[src/rtl/rxaf_pkg.sv]
package rxaf_pkg;

    localparam int ADDR_BYTES  = 6;
    localparam int ADDR_W      = 8 * ADDR_BYTES;
    localparam int CNT_W       = $clog2(ADDR_BYTES + 1);
    localparam int HASH_IDX_W  = 6;
    localparam int HASH_BINS   = 1 << HASH_IDX_W;
    localparam int HASH_WORD_W = HASH_BINS / 2;
    localparam int CRC_W       = 32;
    localparam logic [CRC_W-1:0] CRC_POLY = 32'h04C1_1DB7;
    localparam logic [CRC_W-1:0] CRC_INIT = 32'hFFFF_FFFF;

    typedef struct packed {
        logic                  promisc;
        logic                  pass_mcast;
        logic                  hash_mode;
        logic                  bcast_block;
        logic [ADDR_W-1:0]     station;
        logic [HASH_BINS-1:0]  hash_tbl;
    } filt_cfg_t;

    // one byte into a left-shifting CRC, data taken LSB first
    function automatic logic [CRC_W-1:0] crc_step(input logic [CRC_W-1:0] c_in,
                                                  input logic [7:0] d);
        logic [CRC_W-1:0] c;
        logic fb;
        c = c_in;
        for (int i = 0; i < 8; i++) begin
            fb = c[CRC_W-1] ^ d[i];
            c  = {c[CRC_W-2:0], 1'b0};
            if (fb) c = c ^ CRC_POLY;
        end
        return c;
    endfunction

endpackage

[src/rtl/rxaf_collect.sv]
module rxaf_collect
    import rxaf_pkg::*;
(
    input  logic              clk,
    input  logic              rst,
    input  logic              sof,
    input  logic              vld,
    input  logic [7:0]        data,
    output logic              take,
    output logic              last,
    output logic [ADDR_W-1:0] dest
);
    logic [CNT_W-1:0] cnt_q;
    logic [CNT_W-1:0] base;
    logic [7:0]       hold_q [ADDR_BYTES-1];

    assign base = sof ? '0 : cnt_q;
    assign take = vld && (base < CNT_W'(ADDR_BYTES));
    assign last = take && (base == CNT_W'(ADDR_BYTES - 1));

    // idle count is ADDR_BYTES: bytes are ignored until a start strobe
    always_ff @(posedge clk) begin
        if (rst)       cnt_q <= CNT_W'(ADDR_BYTES);
        else if (take) cnt_q <= base + 1'b1;
        else if (sof)  cnt_q <= '0;
    end

    always_ff @(posedge clk) begin
        for (int i = 0; i < ADDR_BYTES - 1; i++) begin
            if (rst)                                hold_q[i] <= '0;
            else if (take && base == CNT_W'(i))     hold_q[i] <= data;
        end
    end

    for (genvar g = 0; g < ADDR_BYTES - 1; g++) begin : g_dest
        assign dest[8*g +: 8] = hold_q[g];
    end
    assign dest[ADDR_W-1 -: 8] = data;

endmodule

[src/rtl/rxaf_crc.sv]
module rxaf_crc
    import rxaf_pkg::*;
(
    input  logic                  clk,
    input  logic                  rst,
    input  logic                  clr,
    input  logic                  en,
    input  logic [7:0]            data,
    output logic [HASH_IDX_W-1:0] idx
);
    logic [CRC_W-1:0] crc_q, seed, crc_nx;

    assign seed   = clr ? CRC_INIT : crc_q;
    assign crc_nx = en ? crc_step(seed, data) : seed;
    assign idx    = crc_nx[CRC_W-1 -: HASH_IDX_W];

    always_ff @(posedge clk) begin
        if (rst)             crc_q <= CRC_INIT;
        else if (clr || en)  crc_q <= crc_nx;
    end

endmodule

[src/rtl/rxaf_judge.sv]
module rxaf_judge
    import rxaf_pkg::*;
(
    input  logic [ADDR_W-1:0]     dest,
    input  logic [HASH_IDX_W-1:0] idx,
    input  filt_cfg_t             cfg,
    output logic                  accept
);
    logic is_bcast, is_group, exact, hash_hit;

    assign is_bcast = &dest;
    assign is_group = dest[0];
    assign exact    = (dest == cfg.station);
    assign hash_hit = cfg.hash_tbl[idx];

    always_comb begin
        if (cfg.promisc)          accept = 1'b1;
        else if (is_bcast)        accept = !cfg.bcast_block;
        else if (is_group) begin
            if (cfg.pass_mcast)     accept = 1'b1;
            else if (cfg.hash_mode) accept = hash_hit;
            else                    accept = 1'b0;
        end
        else                      accept = exact;
    end

endmodule

[src/rtl/rxaf_top.sv]
module rxaf_top
    import rxaf_pkg::*;
(
    input  logic                   clk,
    input  logic                   rst,
    input  logic                   sof_i,
    input  logic                   byte_vld_i,
    input  logic [7:0]             byte_i,
    input  logic [ADDR_W-1:0]      station_addr_i,
    input  logic [HASH_WORD_W-1:0] hash_hi_i,
    input  logic [HASH_WORD_W-1:0] hash_lo_i,
    input  logic                   promisc_i,
    input  logic                   pass_mcast_i,
    input  logic                   hash_mode_i,
    input  logic                   bcast_block_i,
    output logic                   accept_o,
    output logic                   dec_vld_o
);
    filt_cfg_t             cfg_q;
    logic                  take, last, verdict;
    logic [ADDR_W-1:0]     dest;
    logic [HASH_IDX_W-1:0] idx;

    always_ff @(posedge clk) begin
        if (rst) begin
            cfg_q <= '0;
        end else if (sof_i) begin
            cfg_q.promisc     <= promisc_i;
            cfg_q.pass_mcast  <= pass_mcast_i;
            cfg_q.hash_mode   <= hash_mode_i;
            cfg_q.bcast_block <= bcast_block_i;
            cfg_q.station     <= station_addr_i;
            cfg_q.hash_tbl    <= {hash_hi_i, hash_lo_i};
        end
    end

    rxaf_collect u_collect (
        .clk(clk), .rst(rst), .sof(sof_i), .vld(byte_vld_i), .data(byte_i),
        .take(take), .last(last), .dest(dest)
    );

    rxaf_crc u_crc (
        .clk(clk), .rst(rst), .clr(sof_i), .en(take), .data(byte_i), .idx(idx)
    );

    rxaf_judge u_judge (
        .dest(dest), .idx(idx), .cfg(cfg_q), .accept(verdict)
    );

    always_ff @(posedge clk) begin
        if (rst) begin
            dec_vld_o <= 1'b0;
            accept_o  <= 1'b0;
        end else begin
            dec_vld_o <= last;
            if (last) accept_o <= verdict;
        end
    end

endmodule

[config.mk]
export PLATFORM = sky130hd
export DESIGN_NAME = rxaf_top
export DESIGN_NICKNAME = d
export VERILOG_FILES = /design/src/rtl/rxaf_pkg.sv /design/src/rtl/rxaf_collect.sv /design/src/rtl/rxaf_crc.sv /design/src/rtl/rxaf_judge.sv /design/src/rtl/rxaf_top.sv
export SDC_FILE = /design/constraint.sdc
export NUM_CORES = 1
export LEC_CHECK = 0
export BUFFER_PORTS_ARGS = -buffer_cell sky130_fd_sc_hd__buf_2
export CAP_MARGIN = 30
export CORE_ASPECT_RATIO = 0.7
export CORE_MARGIN = 1
export CORE_UTILIZATION = 25
export CTS_BUF_LIST = sky130_fd_sc_hd__clkbuf_8
export DETAILED_ROUTE_END_ITERATION = 16
export GPL_TIMING_DRIVEN = 0
export PLACE_DENSITY_LB_ADDON = 0.12
export SLEW_MARGIN = 10
export SYNTH_ARGS = -nofsm -noshare
export SYNTH_HDL_FRONTEND = slang
export SYNTH_HIERARCHICAL = 1
export SYNTH_SLANG_ARGS = --single-unit
[constraint.sdc]
create_clock -name clk -period 5.5 [get_ports clk]
set_clock_uncertainty 0.2 [all_clocks]
set_input_delay 0.825 -clock clk [delete_from_list [all_inputs] [get_ports clk]]
set_output_delay 0.825 -clock clk [all_outputs]
set_load 0.05 [all_outputs]
Yosys cells after proc, flatten, opt, wreduce, memory -nomap -nowiden:

Memories as Yosys holds them, arrays and structs flattened.
Cells that the tools add are included.

* bits in writable memories: 40
* register bits after elaboration: 153
* output and inout port bits: 2
* memories: 1
* logic and storage cells: 93

Memory list
* u_collect.hold_q: depth 5, width 8, rd ports 5, clocked after Yosys merged registers in 0, wr ports 5, RTL line rxaf_collect.sv:15 `logic [7:0] hold_q [ADDR_BYTES-1];`

* muxes and demuxes: 41
* reductions and logical operators: 11
* magnitude comparators: 2
* equality and inequality tests: 6
* bitwise logic cells: 21
* $add $sub $neg: 1

Operator list (number)
* 2-to-1 mux 27 bit: 8
* inverter 14 bit: 8
* 2-to-1 mux 32 bit: 2
* equality test 48 bit: 1
* AND reduction 48 bit: 1
* 2-to-1 mux 8 bit: 5
* 2-to-1 mux 1 bit: 23
* XOR 1 bit: 8
* logical AND 1 bit: 7
* < comparator 6 x 7 -> 1 bit, second input constant: 1
* binary-select mux 1 bit (select 6 bit): 1
* equality test 3 x 2 -> 1 bit, second input constant: 2
* equality test 3 bit, second input constant: 2
* 2-to-1 mux 3 bit: 2
* OR 1 bit: 5
* adder 3 x 1 -> 3 bit, second input constant: 1
* equality test 3 x 1 -> 1 bit, second input constant: 1
* zero test 3 bit: 1
* < comparator 3 bit, second input constant: 1
* zero test 1 bit: 1
* logical OR 1 bit: 1

Logic depth before layout (Yosys ltp):

* word-level depth: 25
* depth in mapped cells: 17
* gate-level depth less buffers: 13

Cells and area by module:

The synthesis kept the hierarchy.

By module, submodules not included
* rxaf_top: seq. area each 2362.3 um^2, times used 1, cells each 379, area each 4164.0 um^2
* rxaf_crc: seq. area each 640.6 um^2, times used 1, cells each 308, area each 2615.0 um^2
* rxaf_collect: seq. area each 1261.2 um^2, times used 1, cells each 124, area each 1830.5 um^2
* rxaf_judge: seq. area each 0.0 um^2, times used 1, cells each 140, area each 1285.0 um^2

Worst setup path after synthesis:

OpenSTA, ideal clock, no wires.

* kind: input to register
* start: input port byte_i[2]
* end: register accept_o
* arrival: 3897 ps
* library setup time: 116 ps
* path buffers: 3
* path slack: 1287 ps
* cell stages on the path: 16
* data required time: 5184 ps
* path through: buf_4 > xnor2_1 > or3_1 > a211o_1 > a41oi_1 > o22a_1 > buf_4 > buf_6 > mux4_2 > nor2b_4 > a2111oi_4 > nor4_1 > nor4_1 > o21bai_1 > mux2i_1 > nor2_1

* cells in the longest elaborated chain, start to end: 16

RTL lines
* start: declaration: RTL line rxaf_top.sv:8 `input logic [7:0] byte_i,`
* XOR 1 bit (*): RTL line rxaf_pkg.sv:29 `fb = c[CRC_W-1] ^ d[i];`
* 2-to-1 mux 27 bit (*): RTL line rxaf_pkg.sv:31 `if (fb) c = c ^ CRC_POLY;`
* inverter 14 bit (no line)
* 2-to-1 mux 27 bit (*) (3 in a row): RTL line rxaf_pkg.sv:31
* inverter 14 bit (no line)
* 2-to-1 mux 27 bit (*): RTL line rxaf_pkg.sv:31
* 2-to-1 mux 32 bit (*): RTL line rxaf_crc.sv:14 `assign crc_nx = en ? crc_step(seed, data) : seed;`
* named net u_crc.crc_nx[27]: RTL line rxaf_crc.sv:11 `logic [CRC_W-1:0] crc_q, seed, crc_nx;`
* binary-select mux 1 bit (select 6 bit) (*): RTL line rxaf_judge.sv:14 `assign hash_hit = cfg.hash_tbl[idx];`
* 2-to-1 mux 1 bit (implied by the code) (*): RTL line rxaf_judge.sv:14
* 2-to-1 mux 1 bit (*): RTL line rxaf_judge.sv:21 `else if (cfg.hash_mode) accept = hash_hit;`
* 2-to-1 mux 1 bit (*): RTL line rxaf_judge.sv:20 `if (cfg.pass_mcast) accept = 1'b1;`
* 2-to-1 mux 1 bit (*): RTL line rxaf_judge.sv:19 `else if (is_group) begin`
* 2-to-1 mux 1 bit (*): RTL line rxaf_judge.sv:18 `else if (is_bcast) accept = !cfg.bcast_block;`
* 2-to-1 mux 1 bit (*): RTL line rxaf_judge.sv:17 `if (cfg.promisc) accept = 1'b1;`
* named net verdict: RTL line rxaf_top.sv:20 `logic take, last, verdict;`
* end signal: assignment: RTL line rxaf_top.sv:56 `if (last) accept_o <= verdict;`
* end: declaration: RTL line rxaf_top.sv:16 `output logic accept_o,`

The timed path passes the listed nets; every way through them passes the cells marked *. The select of a mux whose other input is x is not followed.
A chain may end at the register's enable or synchronous reset.

Worst setup path in the final report:

* start: input port sof_i
* end: register accept_o

RTL lines
* start: declaration: RTL line rxaf_top.sv:6 `input logic sof_i,`
* 2-to-1 mux 32 bit: RTL line rxaf_crc.sv:13 `assign seed = clr ? CRC_INIT : crc_q;`
* 2-to-1 mux 27 bit (2 in a row): RTL line rxaf_pkg.sv:31
* inverter 14 bit (no line)
* 2-to-1 mux 27 bit: RTL line rxaf_pkg.sv:31
* inverter 14 bit (no line)
* 2-to-1 mux 27 bit (3 in a row): RTL line rxaf_pkg.sv:31
* inverter 14 bit (no line)
* 2-to-1 mux 27 bit: RTL line rxaf_pkg.sv:31
* [1 not listed]
* named net u_crc.crc_nx[27]: RTL line rxaf_crc.sv:11
* binary-select mux 1 bit (select 6 bit) (*): RTL line rxaf_judge.sv:14
* 2-to-1 mux 1 bit (implied by the code) (*): RTL line rxaf_judge.sv:14
* 2-to-1 mux 1 bit (*): RTL line rxaf_judge.sv:21
* 2-to-1 mux 1 bit (*): RTL line rxaf_judge.sv:20
* 2-to-1 mux 1 bit (*): RTL line rxaf_judge.sv:19
* 2-to-1 mux 1 bit (*): RTL line rxaf_judge.sv:18
* 2-to-1 mux 1 bit (*): RTL line rxaf_judge.sv:17
* named net verdict: RTL line rxaf_top.sv:20

Marked as above.

==> qor.yml <==
outcome:
  status: "completed"
global_routing:
  antenna_found_initial: 6
  grt_pass1_vias: 7284
  overflow: 0
  grt_first_pass_wirelength_um: 45600
  grt_max_degree: 19
  grt_util_all_layers: 0.155
clock_tree:
  cts_resized: 0
  cts_made_buffers: 17
  cts.path.max_buffers: 2
  path_clk_slew_ns: 0.11
  root_buffer: "clkbuf_8"
  clock-sinks: 193
  cts_hold_buf: 0
  insertion_delay_ns: 0.51
  cts_tree: "yes"
  h-tree-depth: 4
  post_cts_buffers: 0
power:
  swShare: 0.319
  power_leakage_nw: 5.00
  irDropWorstVdd_v: 0.000153
  p_switching_w: 0.00108
  power.share.clock: 0.281
  power_w: 0.00337
  comb_power_share: 0.242
  pwr-share-seq: 0.477
  internal_power_w: 0.00230
  power.density_nw_per_um2: 291
critical_path:
  path_buf_inv: 9
  start_kind: "input port"
  required_ns: 5.71
  crit_chain: "buf_2 -> buf_2 -> buf_2 -> buf_2 -> buf_2 -> clkbuf_1 -> o22a_1 -> buf_4 -> buf_6 -> buf_6 -> mux4_2 -> mux2i_1 -> nand3b_1 -> a31o_1 -> nor4_1 -> o21bai_1 -> mux2i_1 -> nor2_1"
  arrival_ns: 4.83
  cp_top_family: "buffers and inverters"
  rrSetupSlack_ns: 1.28
  path_class: "input port to flip-flop"
  crit_top_cell: "buf_2"
  cp_slowest_cell: "mux4_2"
  worst-path-max-fanout: 12
  end_kind: "flip-flop"
  cpPeakStageDelay_ns: 0.52
sta:
  setup_violations: 0
  report.final.slew_viol_count: 0
  grt_setup_unrepaired: "false"
  tightest_slew_ns: 0.844
  hold_violations: 0
  max_freq_mhz: 216
  tns_ns: 0
  slew_headroom: 0.434
  fin_crit_ns: 4.63
  finalCritPeriodShare: 0.842
yosys:
  synth.avg_cell_area_um2: 10.4
  async_reset_ff_frac: 0
  synth_edf_count: 40
  synthTopCellsByArea: "dfxtp_1 31%, mux2i_1 13%, edfxtp_1 12%"
  syn_nets: 1079
  synth_top_area_share: 0.310
  syn_area_um2: 9890
  seq_area_frac_synth: 0.431
  yosysWarnings: 6
  yosys_register_bits: 193
  synth_ff_type: "dfxtp_1"
  yosys.cell_types.count: 67
  syn-instance-count: 951
  yosys.area.top_type: "dfxtp_1"
die:
  core_area_um2: 38700
  rows: 60
  die_area_um2: 40400
  start_util: 0.255
  dieWidth_um: 240
  dieHeight_um: 168
  io-pin-count: 130
place:
  place_hpwl_um: 23200
  io_buffers: 129
  routabilityCongestion: 0.790
detailed_routing:
  vias: 7250
  drc: 0
  avgViaCountPerCell: 4.41
  drt-total-wl_um: 30600
  drtIter0Drc: 396
  dr.pass1.iters: 4
  ant_nets: 0
  routedWlPerCell_um: 18.6
hold_path:
  holdCritPathClass: "flip-flop to flip-flop"
finish:
  fin_nets: 1229
  layout_commonest_cell: "nor2_1"
  layout-drive-gt1-share: 0.222
  final_cell_mix: "162 x nor2_1, 153 x dfxtp_1, 142 x buf_2"
  synthToLayoutAreaGrowth_pct: 17.3
flow_run:
  drv_cap: 0
## through the flow
stage / setup WS [ns] / util / instances / hold slack [ns] / cell area [um^2]
after CTS: 0.804 / 0.300 / 1641 / 0.303 / 11600
final: 0.872 / 0.300 / 1644 / 0.294 / 11600
after detailed placement: 0.233 / 0.290 / 1609 / 0.275 / 11200
after global placement: 0.221 / 0.289 / 1607 / 0.268 / 11200
after global routing: 0.542 / 0.300 / 1641 / 0.311 / 11600
after floorplan: 1.29 / - / 951 / 0.251 / 9890
## power by group through the flow
stage	combinational [W]	clock, W	sequential [W]
floorplan	0.000582	0	0.00161
global placement	0.000817	0	0.00164
detailed placement	0.000819	0	0.00164
CTS	0.000823	0.000994	0.00161
global route	0.000890	0.00106	0.00162
finish	0.000817	0.000947	0.00161
## final timing paths
check | start | to | cells after the start
setup / recovery | sof_i | accept_o | 18
hold / removal | cfg_q[51] | cfg_q[51] | 2
setup reg to reg | u_crc/crc_q[27] | accept_o | 14
hold reg to reg | cfg_q[51] | cfg_q[51] | 2
## sequential cells by signal, summed over array words and instances (netlist names)
| name | cells |
|---|---|
| accept_o | 1 |
| u_crc/crc_q | 32 |
| u_collect/cnt_q | 3 |
| dec_vld_o | 1 |
| cfg_q | 116 |
| u_collect/hold_q | 40 |
## area by class of cell
| cell class | instances | area (um^2) |
|---|---|---|
| fill | 4167 | 27100 |
| multi-input combinational | 668 | 5110 |
| sequential | 193 | 4260 |
| tap | 527 | 659 |
| timing repair buffer | 131 | 658 |
| buffer | 74 | 465 |
| clock buffer | 17 | 234 |
| clock inverter | 15 | 146 |
| inverter | 16 | 60.1 |
| antenna | 3 | 7.51 |
## tightest hold or removal path, cell delays in order, from the launching register on
cell and delay (ns):
dfxtp_1 0.33, mux2i_1 0.06, nor2_1 0.07
## logic make-up after synthesis
group	share of synthesized area
AO/OA/AOI/OAI	0.0668
XOR/XNOR	0.121
buffers and inverters	0.0531
flip-flops	0.431
multiplexers	0.160
AND/OR/NAND/NOR	0.168
## layer usage
| metal | track usage | up-vias | part of all wire |
|---|---|---|---|
| met5 | 0 | - | 0.0011 |
| li1 | - | 3624 | - |
| met3 | 0.0397 | 22 | 0.046 |
| met4 | 0.0343 | 6 | 0.0099 |
| met2 | 0.221 | 141 | 0.41 |
| met1 | 0.232 | 3457 | 0.53 |
## cells in the mapped netlist (3+ instances only)
cell,n
nor3b_1,11
xor2_1,52
inv_1,16
mux4_1,3
nand2_1,11
nor2b_1,4
o22ai_1,4
buf_4,25
o211ai_1,3
or3_1,6
a31o_1,3
o21ai_0,17
buf_6,4
dfxtp_1,153
o31ai_1,4
nand3_1,3
a21oi_1,15
a21o_1,5
nand3b_1,3
nor3_1,14
xnor2_2,5
edfxtp_1,40
nor4_1,19
o21bai_1,4
clkbuf_1,27
a211o_1,11
nor2_1,162
o22a_1,5
mux4_2,11
or2_2,9
xnor2_1,39
xnor3_1,11
mux2i_1,124
a31oi_1,10
or2_1,6
nand2b_1,10
nand4_1,18
nor3_4,3
buf_2,12
and2_1,32
buf_8,4
(Power assumes the default switching activity.)
